$ cat src/rtl/lane_err_pkg.sv
`timescale 1ns/1ps
package lane_err_pkg;
    localparam int NIB_W = 4;

    typedef struct packed {
        logic crc;
        logic sh;
        logic rxloa;
        logic txloa;
    } clr_sel_t;
endpackage

$ cat src/rtl/lane_crc_counter.sv
`timescale 1ns/1ps
module lane_crc_counter #(
    parameter int CNT_W = 4
) (
    input  logic             clk,
    input  logic             rst,
    input  logic             evt_i,
    input  logic             clr_i,
    output logic [CNT_W-1:0] cnt_o
);
    localparam logic [CNT_W-1:0] CNT_MAX = {CNT_W{1'b1}};

    typedef struct packed {
        logic [CNT_W-1:0] cnt;
    } cnt_state_t;

    cnt_state_t st_d, st_q;

    always_comb begin
        st_d = st_q;
        if (clr_i) begin
            st_d.cnt = '0;
        end
        if (evt_i) begin
            if (clr_i) begin
                st_d.cnt = CNT_W'(1);
            end else if (st_q.cnt != CNT_MAX) begin
                st_d.cnt = st_q.cnt + CNT_W'(1);
            end
        end
    end

    always_ff @(posedge clk) begin
        if (rst) begin
            st_q <= '0;
        end else begin
            st_q <= st_d;
        end
    end

    assign cnt_o = st_q.cnt;


    inc_step_chk: assert property (@(posedge clk) disable iff (rst)
        (evt_i && !clr_i && st_q.cnt != CNT_MAX) |=> (st_q.cnt == $past(st_q.cnt) + CNT_W'(1)));


    sat_hold_chk: assert property (@(posedge clk) disable iff (rst)
        (st_q.cnt == CNT_MAX && !clr_i) |=> (st_q.cnt == CNT_MAX));


    clr_zero_chk: assert property (@(posedge clk) disable iff (rst)
        (clr_i && !evt_i) |=> (st_q.cnt == '0));


    clr_evt_win_chk: assert property (@(posedge clk) disable iff (rst)
        (clr_i && evt_i) |=> (st_q.cnt == CNT_W'(1)));


    idle_stable_chk: assert property (@(posedge clk) disable iff (rst)
        (!clr_i && !evt_i) |=> $stable(st_q.cnt));
endmodule

$ cat src/rtl/lane_sticky_bank.sv
`timescale 1ns/1ps
module lane_sticky_bank #(
    parameter int WIDTH = 8
) (
    input  logic             clk,
    input  logic             rst,
    input  logic [WIDTH-1:0] evt_i,
    input  logic [WIDTH-1:0] clr_i,
    output logic [WIDTH-1:0] flag_o
);
    typedef struct packed {
        logic [WIDTH-1:0] flags;
    } sticky_state_t;

    sticky_state_t st_d, st_q;

    always_comb begin
        st_d = st_q;
        for (int b = 0; b < WIDTH; b++) begin
            if (clr_i[b]) begin
                st_d.flags[b] = 1'b0;
            end
            if (evt_i[b]) begin
                st_d.flags[b] = 1'b1;
            end
        end
    end

    always_ff @(posedge clk) begin
        if (rst) begin
            st_q <= '0;
        end else begin
            st_q <= st_d;
        end
    end

    assign flag_o = st_q.flags;


    flag_hold_chk: assert property (@(posedge clk) disable iff (rst)
        (|(st_q.flags & ~clr_i)) |=> ((st_q.flags & $past(st_q.flags & ~clr_i)) == $past(st_q.flags & ~clr_i)));


    evt_set_chk: assert property (@(posedge clk) disable iff (rst)
        (|evt_i) |=> ((st_q.flags & $past(evt_i)) == $past(evt_i)));


    flag_clr_chk: assert property (@(posedge clk) disable iff (rst)
        (|(clr_i & ~evt_i)) |=> ((st_q.flags & $past(clr_i & ~evt_i)) == '0));
endmodule

$ cat src/rtl/lane_status_readmux.sv
`timescale 1ns/1ps
module lane_status_readmux #(
    parameter int NUM_LANES = 24,
    parameter int DATA_W    = 32,
    parameter int ADDR_W    = 4,
    parameter int NIB_W     = 4
) (
    input  logic [NUM_LANES*NIB_W-1:0] cnt_flat_i,
    input  logic [NUM_LANES-1:0]       sh_flags_i,
    input  logic                       rxloa_i,
    input  logic                       txloa_i,
    input  logic [ADDR_W-1:0]          rd_addr_i,
    output logic [DATA_W-1:0]          rd_data_o
);
    localparam int LANES_PER_WORD = DATA_W / NIB_W;
    localparam int CRC_WORDS      = (NUM_LANES + LANES_PER_WORD - 1) / LANES_PER_WORD;
    localparam int SH_WORDS       = (NUM_LANES + DATA_W - 1) / DATA_W;
    localparam int SH_BASE        = CRC_WORDS;
    localparam int ALIGN_ADDR     = CRC_WORDS + SH_WORDS;

    logic [CRC_WORDS*DATA_W-1:0] crc_pad;
    logic [SH_WORDS*DATA_W-1:0]  sh_pad;
    int                          addr_n;

    always_comb begin
        crc_pad = '0;
        crc_pad[NUM_LANES*NIB_W-1:0] = cnt_flat_i;
        sh_pad = '0;
        sh_pad[NUM_LANES-1:0] = sh_flags_i;
        addr_n = int'(rd_addr_i);
        rd_data_o = '0;
        if (addr_n < CRC_WORDS) begin
            rd_data_o = crc_pad[addr_n*DATA_W +: DATA_W];
        end else if (addr_n < ALIGN_ADDR) begin
            rd_data_o = sh_pad[(addr_n-SH_BASE)*DATA_W +: DATA_W];
        end else if (addr_n == ALIGN_ADDR) begin
            rd_data_o[0] = rxloa_i;
            rd_data_o[1] = txloa_i;
        end
    end
endmodule

$ cat src/rtl/lane_err_status.sv
`timescale 1ns/1ps
module lane_err_status
    import lane_err_pkg::*;
#(
    parameter int NUM_LANES     = 24,
    parameter int DATA_W        = 32,
    parameter int ADDR_W        = 4,
    parameter int CLR_CRC_BIT   = 6,
    parameter int CLR_SH_BIT    = 7,
    parameter int CLR_RXLOA_BIT = 8,
    parameter int CLR_TXLOA_BIT = 9
) (
    input  logic                 clk,
    input  logic                 rst,
    input  logic [NUM_LANES-1:0] crc_err_evt,
    input  logic [NUM_LANES-1:0] sh_err_evt,
    input  logic                 rx_align_lost_evt,
    input  logic                 tx_align_lost_evt,
    input  logic                 clr_we,
    input  logic [DATA_W-1:0]    clr_data,
    input  logic [ADDR_W-1:0]    rd_addr,
    output logic [DATA_W-1:0]    rd_data
);
    localparam int CNT_BITS = NUM_LANES * NIB_W;

    clr_sel_t              clr_sel;
    logic [CNT_BITS-1:0]   cnt_flat;
    logic [NUM_LANES-1:0]  sh_flags;
    logic [1:0]            loa_flags;

    always_comb begin
        clr_sel.crc   = clr_we & clr_data[CLR_CRC_BIT];
        clr_sel.sh    = clr_we & clr_data[CLR_SH_BIT];
        clr_sel.rxloa = clr_we & clr_data[CLR_RXLOA_BIT];
        clr_sel.txloa = clr_we & clr_data[CLR_TXLOA_BIT];
    end

    generate
        for (genvar g = 0; g < NUM_LANES; g++) begin : g_lane_cnt
            lane_crc_counter #(
                .CNT_W (NIB_W)
            ) i_cnt (
                .clk   (clk),
                .rst   (rst),
                .evt_i (crc_err_evt[g]),
                .clr_i (clr_sel.crc),
                .cnt_o (cnt_flat[g*NIB_W +: NIB_W])
            );
        end
    endgenerate

    lane_sticky_bank #(
        .WIDTH (NUM_LANES)
    ) i_sh_bank (
        .clk    (clk),
        .rst    (rst),
        .evt_i  (sh_err_evt),
        .clr_i  ({NUM_LANES{clr_sel.sh}}),
        .flag_o (sh_flags)
    );

    lane_sticky_bank #(
        .WIDTH (2)
    ) i_loa_bank (
        .clk    (clk),
        .rst    (rst),
        .evt_i  ({tx_align_lost_evt, rx_align_lost_evt}),
        .clr_i  ({clr_sel.txloa, clr_sel.rxloa}),
        .flag_o (loa_flags)
    );

    lane_status_readmux #(
        .NUM_LANES (NUM_LANES),
        .DATA_W    (DATA_W),
        .ADDR_W    (ADDR_W),
        .NIB_W     (NIB_W)
    ) i_rdmux (
        .cnt_flat_i (cnt_flat),
        .sh_flags_i (sh_flags),
        .rxloa_i    (loa_flags[0]),
        .txloa_i    (loa_flags[1]),
        .rd_addr_i  (rd_addr),
        .rd_data_o  (rd_data)
    );


    rxloa_sticky_chk: assert property (@(posedge clk) disable iff (rst)
        (loa_flags[0] && !clr_sel.rxloa) |=> loa_flags[0]);


    txloa_sticky_chk: assert property (@(posedge clk) disable iff (rst)
        (loa_flags[1] && !clr_sel.txloa) |=> loa_flags[1]);


    reset_clear_chk: assert property (@(posedge clk)
        $past(rst) |-> (cnt_flat == '0 && sh_flags == '0 && loa_flags == 2'b00));
endmodule

$ cat config.mk
export PLATFORM = sky130hd
export DESIGN_NAME = lane_err_status
export DESIGN_NICKNAME = d
export VERILOG_FILES = /design/src/rtl/lane_err_pkg.sv /design/src/rtl/lane_crc_counter.sv /design/src/rtl/lane_sticky_bank.sv /design/src/rtl/lane_status_readmux.sv /design/src/rtl/lane_err_status.sv
export SDC_FILE = /design/constraint.sdc
export NUM_CORES = 1
export LEC_CHECK = 0
export CAP_MARGIN = 20
export CORE_MARGIN = 3
export CORE_UTILIZATION = 59
export CTS_BUF_LIST = sky130_fd_sc_hd__clkbuf_4 sky130_fd_sc_hd__clkbuf_8
export DETAILED_ROUTE_END_ITERATION = 8
export PLACE_DENSITY = 0.88
export RECOVER_POWER = 50
export SYNTH_ARGS = -nofsm -noshare
export SYNTH_HDL_FRONTEND = slang
export SYNTH_SLANG_ARGS = --single-unit
$ cat constraint.sdc
create_clock -name clk -period 4.4 [get_ports clk]
set_input_delay 0.88 -clock clk [delete_from_list [all_inputs] [get_ports clk]]
set_output_delay 0.88 -clock clk [all_outputs]
set_load 0.02 [all_outputs]
==> results.md <==
• complete, but fails checks — status
• max-capacitance violations, max-slew violations — violations in the final reports
• 3.14 ns — setup slack of the most critical reg-to-reg path
• 0.00610 ns — worst-case clock skew
• 0.0126 sq mm — overall die area
• input pin — element type at the critical path start
• 20.1% — layout overhead on the synthesized area
• 29500 microns — global-route wire length before repair
• 93.0% — post-route fraction of the period consumed by the critical path
• 4 — number of levels in the clock H-tree
• 58 — largest net degree at the start of global routing
• 12200 microns — half-perimeter wire length after placement
• 17 — CTS buffer count
• 0 — Setup Buffers After CTS
• 0.00668 sq mm — summed instance area of the synthesized netlist
• 1.54 ns — slew at the pin closest to its max-slew limit
• 0 — Final ANT Viol Nets
• 0.309 ns — final setup margin
• 0.486 ns — Worst Hold Margin
• 63 — total count of max-transition violations in the final report
• 8.58 sq um — Avg Synthesized Cell Area
• 0 — final setup vio count
• 0 — EDFF count, synth
• 6.29% — share of post-route cells with drive strength above 1
• primary output — Critical Path End Type
• 17.9 microns — routed wirelength normalized by instance count
• 2 — number of buffers on the longest clock path
• 825 — fillers
• sky130_fd_sc_hd__clkbuf_8 — cell at the root of the clock tree
• 778 — instance count of the mapped netlist
• 6.48 — post-detailed-route via-to-cell ratio
• 620 — Iter 0 DRT Violations
• 0.843 — RePlAce Congestion
• 18200 microns — wire length reported by the detailed router
• 4.09 ns — final worst path period need
• 0 — number of buffers added to fix hold violations after cts
• 216 uV — worst voltage drop across the vdd grid
• 0 — post-detailed-route DRC marker count
• 0.07 ns — register clock-pin slew on the reported worst setup and hold paths
• -2.84% — max-slew headroom at the worst pin
• 2.44 mW — final total power
• 0.319 ns — Place WS
• 304 mW/mm^2 — Cell Pwr Density
• input pin to primary output — Worst Setup Path Type
• 3.21 ns — arrival time of the worst setup path
• 6 — first drt pass iteration count
• sky130_fd_sc_hd__dfxtp_1 — most common library cell in the layout ignoring fill and taps
• sky130_fd_sc_hd__dfxtp_1 — leading register cell type out of synthesis
• flip-flop to flip-flop — worst min path class
• 0 — number of resized instances in the post-cts repair step
• 36.6% — part of the Yosys area used for sequential elements
• 61.1% — Initial Util
• 2 — maximum capacitance violations
• 892 — synthesized netlist net count
• 122 — flip-flop and latch count after synthesis
• 92 — port bufs
• 3.52 ns — required time at the endpoint of the critical path
• 112 microns — Horiz. Die Dim
• 122 x sky130_fd_sc_hd__dfxtp_1, 89 x sky130_fd_sc_hd__clkdlybuf4s50_1, 86 x sky130_fd_sc_hd__a21oi_1 — commonest cells after routing, fill and taps aside
• 244 MHz — maximum frequency from static timing analysis
• 121 — num ports
• 0 — Inserted Diodes
• 73.3% — core occupancy in the finished layout
• 0 — gr ovfl total
• 3.13 nW — leakage power total
• 0 — antenna violations before repair
• false — setup repair after global routing missed its margin
• 0.44 ns — clock latency of the later-clocked register in the worst-skew pair
• 0% — share of async-settable or async-resettable flops after synthesis
• built — CTS tree
• 0 ns — setup tns final
• 112 microns — die extent in y
• 46 — critical-path maximum fanout
• 122 — clk sinks
• 40 — Yosys cell types
• 978 — nets
• 0 — final number of hold-violating endpoints
• 0.0109 sq mm — area of the core
• 28.4% — combined global-route utilization of all metal layers
• 0 — warnings from Yosys
• 6453 — via count of the first global-routing pass
• 38 — placement row count
• 6580 — via count
## area by class of cell
type | count | area [sq um] | area share [%]
Clock inverter | 2 | 10.0 | 0.125
Timing Repair Buffer | 110 | 1030 | 12.8
Multi-Input combinational cell | 599 | 3960 | 49.4
Inverter | 14 | 52.6 | 0.655
Clock buffer | 28 | 348 | 4.34
Tap cell | 140 | 175 | 2.18
Sequential cell | 122 | 2440 | 30.5
## registers in the layout (all words and copies together), names as in the netlist
register and cells:
g_lane_cnt.i_cnt.cnt_o 96, i_sh_bank.flag_o 24, i_loa_bank.flag_o 2
## power breakdown
part / internal, mW / total (mW) / switching [mW]
combinational: 0.146 / 0.325 / 0.179
sequential: 1.15 / 1.20 / 0.0484
clock: 0.495 / 0.913 / 0.418
## per-stage QoR
stage | cells | instance area [sq um]
global placement | 985 | 7690
global route | 1015 | 8020
finish | 1015 | 8020
CTS | 1015 | 8050
detailed placement | 985 | 7690
floorplan | 778 | 6680
## critical path: stages
cell	delay, ns
sky130_fd_sc_hd__clkdlybuf4s50_1	0.48
sky130_fd_sc_hd__buf_4	0.39
sky130_fd_sc_hd__nand2_1	0.19
sky130_fd_sc_hd__nor3_2	0.17
sky130_fd_sc_hd__buf_4	0.28
sky130_fd_sc_hd__a22o_1	0.20
sky130_fd_sc_hd__clkdlybuf4s50_1	0.62
## routing by layer
layer	part of all wire (%)	routed length (microns)	up-vias	track usage (%)
met1	40	7310	3084	33.4
li1	-	-	3142	-
met2	48	8720	281	48.2
met4	4.3	784	0	16.3
met5	0	0	-	0
met3	7.4	1350	73	5.77
## cell usage after synthesis (all sizes together), types with 20 or more instances
library cell,count,area [sq um]
dfxtp,122,2440
nand2,80,300
a22o,20,175
and4b,21,210
nand3b,20,150
nor3,39,200
ha,25,313
a21oi,87,439
nand4,24,150
nand3,24,120
buf,28,173
o21ai,47,235
nor2,36,135
mux2i,58,581
## worst paths after layout
kind | startpoint | to | cells past startpoint
min | i_sh_bank.flag_o[22]$_SDFFE_PP0P_ | i_sh_bank.flag_o[22]$_SDFFE_PP0P_ | 2
min reg2reg | i_sh_bank.flag_o[22]$_SDFFE_PP0P_ | i_sh_bank.flag_o[22]$_SDFFE_PP0P_ | 2
max | rd_addr[0] | rd_data[17] | 7
max reg2reg | g_lane_cnt[9].i_cnt.cnt_o[0]$_SDFF_PP0_ | g_lane_cnt[9].i_cnt.cnt_o[3]$_SDFF_PP0_ | 4
## kinds of logic (layout without fill, tap and decap cells)
logic type	Yosys count	in the layout	share of synthesized area (%)
flip-flops	122	122	36.6
buffers and inverters	57	154	4.23
AND/OR/NAND/NOR	281	281	23.0
AO/OA/AOI/OAI	226	226	21.1
multiplexers	67	67	10.4
adder cells (fa/ha/maj)	25	25	4.68
(Power assumes the default switching activity.)
